$ cat src/rtl/authld_pkg.sv
package authld_pkg;

   localparam int REG_IDX_W = 5;
   localparam int INSN_W    = 32;
   localparam int OFF_RAW_W = 10;

   typedef enum logic [1:0] {
      FLT_NONE  = 2'd0,
      FLT_UNDEF = 2'd1,
      FLT_AUTH  = 2'd2,
      FLT_ALIGN = 2'd3
   } flt_cause_e;

   typedef enum logic [2:0] {
      ST_IDLE,
      ST_READ,
      ST_AUTH,
      ST_MEM,
      ST_LDWR,
      ST_BWR,
      ST_FAULT
   } seq_state_e;

endpackage

$ cat src/rtl/authld_decode.sv
module authld_decode
   import authld_pkg::*;
(
   input  logic [INSN_W-1:0]    insn,
   output logic [REG_IDX_W-1:0] rt,
   output logic [REG_IDX_W-1:0] rn,
   output logic                 key_b,
   output logic [OFF_RAW_W-1:0] off_raw,
   output logic                 legal,
   output logic                 sp_base,
   output logic                 wb_eff,
   output logic                 tagchk
);
   logic wb_req;
   logic overlap;

   assign rt      = insn[4:0];
   assign rn      = insn[9:5];
   assign wb_req  = insn[11];
   assign key_b   = insn[23];
   assign off_raw = {insn[22], insn[20:12]};

   assign legal   = (insn[31:24] == 8'b1111_1000) && insn[21] && insn[10];
   assign sp_base = (rn == {REG_IDX_W{1'b1}});
   assign overlap = (rn == rt) && !sp_base;
   assign wb_eff  = wb_req && !overlap;
   assign tagchk  = wb_req || !sp_base;
endmodule

$ cat src/rtl/authld_agu.sv
module authld_agu #(
   parameter int XLEN       = 64,
   parameter int OFF_W      = 10,
   parameter int SCALE_LOG2 = 3,
   parameter int ALIGN_LOG2 = 4
) (
   input  logic [XLEN-1:0]  base_auth,
   input  logic [OFF_W-1:0] off_raw,
   input  logic             sp_base,
   output logic [XLEN-1:0]  eff_addr,
   output logic             misaligned
);
   localparam int EXT_W = XLEN - OFF_W - SCALE_LOG2;

   logic [XLEN-1:0] offset;

   generate
      if (SCALE_LOG2 > 0) begin : g_scaled
         assign offset = {{EXT_W{off_raw[OFF_W-1]}}, off_raw, {SCALE_LOG2{1'b0}}};
      end else begin : g_unscaled
         assign offset = {{EXT_W{off_raw[OFF_W-1]}}, off_raw};
      end

      if (ALIGN_LOG2 > 0) begin : g_align
         assign misaligned = sp_base && (|base_auth[ALIGN_LOG2-1:0]);
      end else begin : g_noalign
         assign misaligned = sp_base & 1'b0;
      end
   endgenerate

   assign eff_addr = base_auth + offset;
endmodule

$ cat src/rtl/authld_ctrl.sv
module authld_ctrl
   import authld_pkg::*;
(
   input  logic       clk,
   input  logic       rst_n,
   input  logic       start,
   input  logic       legal,
   input  logic       wb_eff,
   input  logic       auth_ack,
   input  logic       auth_fail,
   input  logic       misaligned,
   input  logic       mem_ack,
   output logic       busy,
   output logic       cap_insn,
   output logic       cap_base,
   output logic       cap_eff,
   output logic       cap_data,
   output logic       auth_req,
   output logic       mem_req,
   output logic       ld_we,
   output logic       base_we,
   output logic       done,
   output logic       fault_pulse,
   output logic [1:0] fault_cause
);
   seq_state_e state_q;
   flt_cause_e cause_q;

   always_ff @(posedge clk) begin
      if (!rst_n) begin
         state_q <= ST_IDLE;
         cause_q <= FLT_NONE;
      end else begin
         case (state_q)
            ST_IDLE: if (start) state_q <= ST_READ;
            ST_READ: begin
               if (legal) begin
                  state_q <= ST_AUTH;
               end else begin
                  state_q <= ST_FAULT;
                  cause_q <= FLT_UNDEF;
               end
            end
            ST_AUTH: begin
               if (auth_ack) begin
                  if (auth_fail) begin
                     state_q <= ST_FAULT;
                     cause_q <= FLT_AUTH;
                  end else if (misaligned) begin
                     state_q <= ST_FAULT;
                     cause_q <= FLT_ALIGN;
                  end else begin
                     state_q <= ST_MEM;
                  end
               end
            end
            ST_MEM:  if (mem_ack) state_q <= ST_LDWR;
            ST_LDWR: state_q <= wb_eff ? ST_BWR : ST_IDLE;
            ST_BWR:  state_q <= ST_IDLE;
            ST_FAULT: begin
               state_q <= ST_IDLE;
               cause_q <= FLT_NONE;
            end
            default: state_q <= ST_IDLE;
         endcase
      end
   end

   always_comb begin
      busy        = (state_q != ST_IDLE);
      cap_insn    = (state_q == ST_IDLE) && start;
      cap_base    = (state_q == ST_READ);
      cap_eff     = (state_q == ST_AUTH) && auth_ack;
      cap_data    = (state_q == ST_MEM) && mem_ack;
      auth_req    = (state_q == ST_AUTH);
      mem_req     = (state_q == ST_MEM);
      ld_we       = (state_q == ST_LDWR);
      base_we     = (state_q == ST_BWR);
      done        = ((state_q == ST_LDWR) && !wb_eff) || (state_q == ST_BWR);
      fault_pulse = (state_q == ST_FAULT);
      fault_cause = fault_pulse ? cause_q : FLT_NONE;
   end
endmodule

$ cat src/rtl/authld_seq.sv
module authld_seq
   import authld_pkg::*;
#(
   parameter int XLEN       = 64,
   parameter int SCALE_LOG2 = 3,
   parameter int ALIGN_LOG2 = 4
) (
   input  logic                 clk,
   input  logic                 rst_n,
   input  logic                 start,
   input  logic [INSN_W-1:0]    insn,
   output logic                 busy,
   output logic                 done,
   output logic                 fault_pulse,
   output logic [1:0]           fault_cause,
   output logic [REG_IDX_W-1:0] rf_raddr,
   input  logic [XLEN-1:0]      rf_rdata,
   input  logic [XLEN-1:0]      sp_rdata,
   output logic                 auth_req,
   output logic [XLEN-1:0]      auth_ptr,
   output logic                 auth_key_b,
   output logic [XLEN-1:0]      auth_mod,
   input  logic                 auth_ack,
   input  logic                 auth_fail,
   input  logic [XLEN-1:0]      auth_result,
   output logic                 mem_req,
   output logic [XLEN-1:0]      mem_addr,
   output logic                 mem_tagchk,
   input  logic                 mem_ack,
   input  logic [XLEN-1:0]      mem_rdata,
   output logic                 rf_we,
   output logic [REG_IDX_W-1:0] rf_waddr,
   output logic [XLEN-1:0]      rf_wdata,
   output logic                 sp_we,
   output logic [XLEN-1:0]      sp_wdata
);
   generate
      if (XLEN < OFF_RAW_W + SCALE_LOG2 + 1) begin : g_bad_xlen
         $error("authld_seq: XLEN too small for the scaled offset");
      end
      if (ALIGN_LOG2 < 0 || ALIGN_LOG2 >= XLEN) begin : g_bad_align
         $error("authld_seq: ALIGN_LOG2 out of range");
      end
      if (SCALE_LOG2 < 0) begin : g_bad_scale
         $error("authld_seq: SCALE_LOG2 must not be negative");
      end
   endgenerate

   logic [INSN_W-1:0]    insn_q;
   logic [XLEN-1:0]      base_q, eff_q, data_q;
   logic [REG_IDX_W-1:0] rt, rn;
   logic [OFF_RAW_W-1:0] off_raw;
   logic                 key_b, legal, sp_base, wb_eff, tagchk;
   logic [XLEN-1:0]      eff_addr;
   logic                 misaligned;
   logic cap_insn, cap_base, cap_eff, cap_data, ld_we, base_we;

   authld_decode u_dec (
      .insn    (insn_q),
      .rt      (rt),
      .rn      (rn),
      .key_b   (key_b),
      .off_raw (off_raw),
      .legal   (legal),
      .sp_base (sp_base),
      .wb_eff  (wb_eff),
      .tagchk  (tagchk)
   );

   authld_agu #(
      .XLEN       (XLEN),
      .OFF_W      (OFF_RAW_W),
      .SCALE_LOG2 (SCALE_LOG2),
      .ALIGN_LOG2 (ALIGN_LOG2)
   ) u_agu (
      .base_auth  (auth_result),
      .off_raw    (off_raw),
      .sp_base    (sp_base),
      .eff_addr   (eff_addr),
      .misaligned (misaligned)
   );

   authld_ctrl u_ctrl (
      .clk         (clk),
      .rst_n       (rst_n),
      .start       (start),
      .legal       (legal),
      .wb_eff      (wb_eff),
      .auth_ack    (auth_ack),
      .auth_fail   (auth_fail),
      .misaligned  (misaligned),
      .mem_ack     (mem_ack),
      .busy        (busy),
      .cap_insn    (cap_insn),
      .cap_base    (cap_base),
      .cap_eff     (cap_eff),
      .cap_data    (cap_data),
      .auth_req    (auth_req),
      .mem_req     (mem_req),
      .ld_we       (ld_we),
      .base_we     (base_we),
      .done        (done),
      .fault_pulse (fault_pulse),
      .fault_cause (fault_cause)
   );

   always_ff @(posedge clk) begin
      if (!rst_n) begin
         insn_q <= '0;
         base_q <= '0;
         eff_q  <= '0;
         data_q <= '0;
      end else begin
         if (cap_insn) insn_q <= insn;
         if (cap_base) base_q <= sp_base ? sp_rdata : rf_rdata;
         if (cap_eff)  eff_q  <= eff_addr;
         if (cap_data) data_q <= mem_rdata;
      end
   end

   assign rf_raddr   = rn;
   assign auth_ptr   = base_q;
   assign auth_key_b = key_b;
   assign auth_mod   = '0;
   assign mem_addr   = eff_q;
   assign mem_tagchk = tagchk;
   assign rf_we      = ld_we || (base_we && !sp_base);
   assign rf_waddr   = ld_we ? rt : rn;
   assign rf_wdata   = ld_we ? data_q : eff_q;
   assign sp_we      = base_we && sp_base;
   assign sp_wdata   = eff_q;
endmodule

$ cat config.mk
export PLATFORM = sky130hd
export DESIGN_NAME = authld_seq
export DESIGN_NICKNAME = d
export VERILOG_FILES = /design/src/rtl/authld_pkg.sv /design/src/rtl/authld_decode.sv /design/src/rtl/authld_agu.sv /design/src/rtl/authld_ctrl.sv /design/src/rtl/authld_seq.sv
export SDC_FILE = /design/constraint.sdc
export NUM_CORES = 1
export LEC_CHECK = 0
export ABC_AREA = 1
export BUFFER_PORTS_ARGS = -buffer_cell sky130_fd_sc_hd__buf_4
export CORE_AREA = 2 2 244 246
export CTS_BUF_LIST = sky130_fd_sc_hd__clkbuf_8 sky130_fd_sc_hd__clkbuf_16
export CTS_CLUSTER_DIAMETER = 80
export DETAILED_ROUTE_END_ITERATION = 8
export DIE_AREA = 0 0 246 248
export PLACE_DENSITY = 0.62
export SLEW_MARGIN = 0
export SYNTH_ARGS = -nofsm -noshare
export SYNTH_HDL_FRONTEND = slang
export SYNTH_SLANG_ARGS = --single-unit
$ cat constraint.sdc
create_clock -name clk -period 5.9 [get_ports clk]
set_input_delay 0.59 -clock clk [delete_from_list [all_inputs] [get_ports clk]]
set_output_delay 0.59 -clock clk [all_outputs]
set_load 0.005 [all_outputs]
Word level (Yosys, flattened, before mapping)
Index checks and enable logic that the tools add are counted.
- input bits: 294
- register bits: 229
- equality and inequality tests: 14
- reductions and logical operators: 23
- $add $sub $neg: 1
- multiplexer cells: 17
- operators with widths (cell ; count):
    64-bit 2-to-1 mux ; 2
    64-bit adder ; 1
    3-bit 2-to-1 mux ; 7
    3-bit case mux with 5 select lines ; 1
    1-bit logical AND ; 11
    2-bit 2-to-1 mux ; 5
    3-bit == test, second input constant ; 3
    8-bit == test, second input constant ; 1
    3-bit by 2-bit == test with 1-bit output, second input constant ; 2
    2-bit case mux with 3 select lines ; 1
    3-bit nonzero test ; 2
    5-bit == test ; 1
    5-bit == test, second input constant ; 1
    5-bit 2-to-1 mux ; 1
    2-bit by 1-bit inequality test with 1-bit output, second input constant ; 2
    2-bit inequality test, second input constant ; 2
    4-bit AND reduction ; 1
    4-bit OR reduction ; 1
    3-bit by 1-bit == test with 1-bit output, second input constant ; 1
    1-bit logical NOT ; 3
    3-bit logical NOT ; 1
    1-bit logical OR ; 3
    3-bit by 1-bit inequality test with 1-bit output, second input constant ; 1
    3-bit AND reduction ; 1

Logic depth before layout (Yosys ltp)
- word-level depth: 8
- mapped depth: 16

By module
A second synthesis with hierarchy kept.
- cell total of the unflattened synthesis: 2912
- area total of the unflattened synthesis: 16866.2 um^2
- by module, submodules not included (module ; area an instance (um^2) ; times used ; cells an instance ; sequential area each (um^2)):
    authld_seq ; 10566.4 ; 1 ; 1597 ; 4484.3
    authld_agu ; 5574.1 ; 1 ; 1187 ; 0.0
    authld_ctrl ; 401.6 ; 1 ; 68 ; 100.1
    authld_decode ; 324.1 ; 1 ; 60 ; 0.0

Worst setup path before layout
OpenSTA, ideal clock, no wires.
- path kind: reg-to-reg
- from: reg insn_q[22]
- to: reg eff_q[57] (netlist: mem_addr[57])
- data required time: 5.791 ns
- path buffers: 0
- setup time: 0.109 ns
- stages on the path, launching flop included: 14
- clock period less this slack: 2.742 ns
- slack: 3.158 ns
- arrival time: 2.633 ns
- path through: dfxtp_1 ha_1 nand2_1 inv_1 a21oi_1 inv_1 a21oi_1 nand2_1 a21oi_1 nand2_1 nand2_1 nand3_1 nand2_1 inv_1
- word-level cells in the longest chain between the ends: 1
- RTL lines (element ; line ; text):
    from (decl) ; authld_seq.sv:49 ; logic [INSN_W-1:0] insn_q;
    from (signal assigned) ; authld_seq.sv:114 ; if (cap_insn) insn_q <= insn;
    64-bit adder ; authld_agu.sv:31 ; assign eff_addr = base_auth + offset;
    to (signal assigned) ; authld_seq.sv:116 ; if (cap_eff) eff_q <= eff_addr;
    to (decl) ; authld_seq.sv:50 ; logic [XLEN-1:0] base_q, eff_q, data_q;
No other way between the ends.
A chain may end at the register's enable or synchronous reset.

Final worst setup path
- from: reg u_ctrl.state_q[2]
- to: out done
- word-level cells in the longest chain between the ends: 3
- elaborated cells on any way between the ends: 4
- RTL lines (element ; line ; text):
    from (decl) ; authld_ctrl.sv:26 ; seq_state_e state_q;
    from (signal assigned) ; authld_ctrl.sv:58 ; ST_LDWR: state_q <= wb_eff ? ST_BWR : ST_IDLE;
    3-bit == test ; authld_ctrl.sv:79 ; done = ((state_q == ST_LDWR) && !wb_eff) || (state_q == ST_BWR);
    1-bit logical AND ; authld_ctrl.sv:79 ;
    1-bit logical OR (*) ; authld_ctrl.sv:79 ;
    to (decl) ; authld_seq.sv:13 ; output logic done,
Every way passes the cells marked *; elsewhere a longest branch is shown, timed or not.

==> flow_metrics.env <==
export IMPL_fmax_mhz=268
export IMPL_clockRootBuffer="clkbuf_16"
export IMPL_p_leak_nw=11.7
export IMPL_synth_distinct_cells=35
export IMPL_mostFrequentLayoutCell="nand2_1"
export IMPL_h_tree_depth=1
export IMPL_cts_tree="done"
export IMPL_relSlewSlack=0.220
export IMPL_die_area_um2=61000
export IMPL_fin_total_pwr_mw=7.58
export IMPL_clock_latency_ns=0.59
export IMPL_finalHoldViolations=0
export IMPL_placed_cells=3914
export IMPL_final_cell_mix="nand2_1, buf_4, inv_1, dfxtp_1, nand3_1"
export IMPL_port_buffers=570
export IMPL_syn_inst=2738
export IMPL_max_cap_viol_count=0
export IMPL_layout_min_cycle_time_ns=3.73
export IMPL_ys_warnings_count=0
export IMPL_gp_congestion=0.955
export IMPL_drt_pass1_iter_count=6
export IMPL_antenna_found_initial=5
export IMPL_rsz0062_at_grt="false"
export IMPL_fin_nets=3529
export IMPL_worstPathMaxFanout=59
export IMPL_peakVddDrop_mv=0.223
export IMPL_min_path_type="input port to register"
export IMPL_worstSetupPathType="register to output port"
export IMPL_dieWidth_um=246
export IMPL_post_cts_resized=0
export IMPL_die_h_um=248
export IMPL_finClkSkew_ns=0.0139
export IMPL_syn_to_final_growth_pct=31.2
export IMPL_drt_iter0_drc=1318
export IMPL_power_density_nw_per_um2=354
export IMPL_dp_hpwl_mm=58.8
export IMPL_coreArea_um2=58500
export IMPL_drv_slew=0
export IMPL_slowest_delay_ns=0.60
export IMPL_clock_path_buffers=3
export IMPL_grt_max_degree=84
export IMPL_wl_per_cell_um=18.4
export IMPL_cts_setup_buffers=0
export IMPL_holdBufCountCts=0
export IMPL_critPathLaunchType="register"
export IMPL_grt_pass1_wl_mm=103
export IMPL_hold_slack_ns=0.249
export IMPL_ant_nets=0
export IMPL_tightestPinTransition_ns=1.17
export IMPL_crit_path_cell_trace="inv_1 -> nor2_4 -> buf_4 -> inv_1 -> o21ai_0 -> buf_4"
export IMPL_finalCritPeriodShare=0.633
export IMPL_syn_avg_cell_area_um2=5.97
export IMPL_seq_area_frac_synth=0.281
export IMPL_start_util=0.279
export IMPL_status="finished, final reports clean"
export IMPL_rows=89
export IMPL_crit_path_top_delay_cell="inv_1"
export IMPL_grt_usage=0.226
export IMPL_worstSetupEndpointType="output port"
export IMPL_tns_ns=0
export IMPL_n_fill_cell=6580
export IMPL_stdcell_count=3971
export IMPL_wl_mm=73.1
export IMPL_clkTransAtPathRegs_ns=0.06
export IMPL_clock_sinks=229
export IMPL_cp_arrival_ns=3.14
export IMPL_vias=18000
export IMPL_critPathRequiredTime_ns=5.31
export IMPL_grt_overflow=0
export IMPL_cts_buffers=31
export IMPL_drt_vias_per_instance=4.54
export IMPL_grt_pass1_vias=16200
export IMPL_drive_gt1_frac=0.200
export IMPL_syn_area_um2=16300
export IMPL_ys_ff_latch=229
export IMPL_ios=635
export IMPL_setup_viol=0
export IMPL_drc=0
per-stage QoR:
step	util	instance area, µm²	worst slack, ns
3_5_place_dp	0.350	20500	2.72
3_3_place_gp	0.350	20500	2.72
4_1_cts	0.367	21400	2.09
2_1_floorplan	-	16600	3.16
6_report	0.367	21400	2.17
5_1_grt	0.367	21400	1.90
worst max-delay path: cells and delay by family, from the launching register on:
family	cells	cell delay [ns]
buffers and inverters	4	1.38
AOI/OAI and AO/OA	1	0.54
DFF	1	0.49
and+or+nand+nor	1	0.14
worst paths after layout:
kind         cells past startpoint            to  slack [ns]               from
max                              6          done        2.17  u_ctrl.state_q[2]
max reg2reg                     10  mem_addr[49]        2.65         insn_q[22]
min                              3   mem_addr[2]        0.25     auth_result[2]
min reg2reg                      2     data_q[3]        0.45          data_q[3]
cells in the mapped netlist:
cell type,number,area share
nand2_1,852,0.20
inv_1,504,0.12
dfxtp_1,229,0.28
nand3_1,218,0.067
a21oi_1,197,0.060
nor2_1,143,0.033
buf_4,133,0.061
o21ai_0,131,0.040
o211ai_1,66,0.030
clkbuf_1,65,0.015
ha_1,60,0.046
buf_2,34,0.010
xor2_1,23,0.012
nor3_1,16,0.0049
nand4_1,11,0.0042
o21bai_1,9,0.0041
buf_1,8,0.0018
o21ai_1,5,0.0015
xnor2_1,5,0.0027
inv_2,4,0.00092
a21o_1,3,0.0014
and2_1,3,0.0011
buf_6,3,0.0021
a21boi_0,2,0.00092
nand3b_1,2,0.00092
nor2_4,2,0.0014
nor4_1,2,0.00077
a211oi_1,1,0.00046
a31oi_1,1,0.00038
and3_1,1,0.00038
clkinv_1,1,0.00023
conb_1,1,0.00023
fa_1,1,0.0012
o41ai_1,1,0.00054
or2_2,1,0.00038
area by class of cell:
cell class,count,area [µm²],share of cell area
Antenna cell,2,5.00,0.000233
Clock buffer,32,790,0.0368
Clock inverter,23,164,0.00765
Inverter,509,1910,0.0892
Multi-Input combinational cell,1820,8630,0.403
Sequential cell,229,4590,0.214
Tap cell,773,967,0.0451
Timing Repair Buffer,583,4380,0.204
state kept, by name (all words and copies together) (netlist names):
name            flops
u_ctrl.cause_q      2
data_q             64
u_ctrl.state_q      3
mem_addr           64
insn_q             32
auth_ptr           64
cells by family after synthesis:
logic type / Yosys count / synth area share
adders and majority gates: 61 / 0.0472
and+or+nand+nor: 1251 / 0.309
buffers and inverters: 752 / 0.207
AOI/OAI and AO/OA: 416 / 0.140
other: 1 / 0.000230
DFF: 229 / 0.281
xor gates and xnor gates: 28 / 0.0150
where the power goes:
group | total, mW | switching [mW] | leakage, nW | internal (mW)
clock | 1.79 | 0.774 | 0.511 | 1.01
combinational | 3.52 | 2.08 | 9.35 | 1.44
sequential | 2.28 | 0.350 | 1.87 | 1.93
total | 7.58 | 3.20 | 11.7 | 4.38
metal layers:
layer  GRT usage  vias to the layer above  wire (µm)
met1       0.305                     8068      32500
li1            -                     9201          -
met3      0.0385                       83       5510
met5           0                        -         22
met2       0.368                      662      33200
met4      0.0613                        4       1940
(Power assumes the default switching activity.)
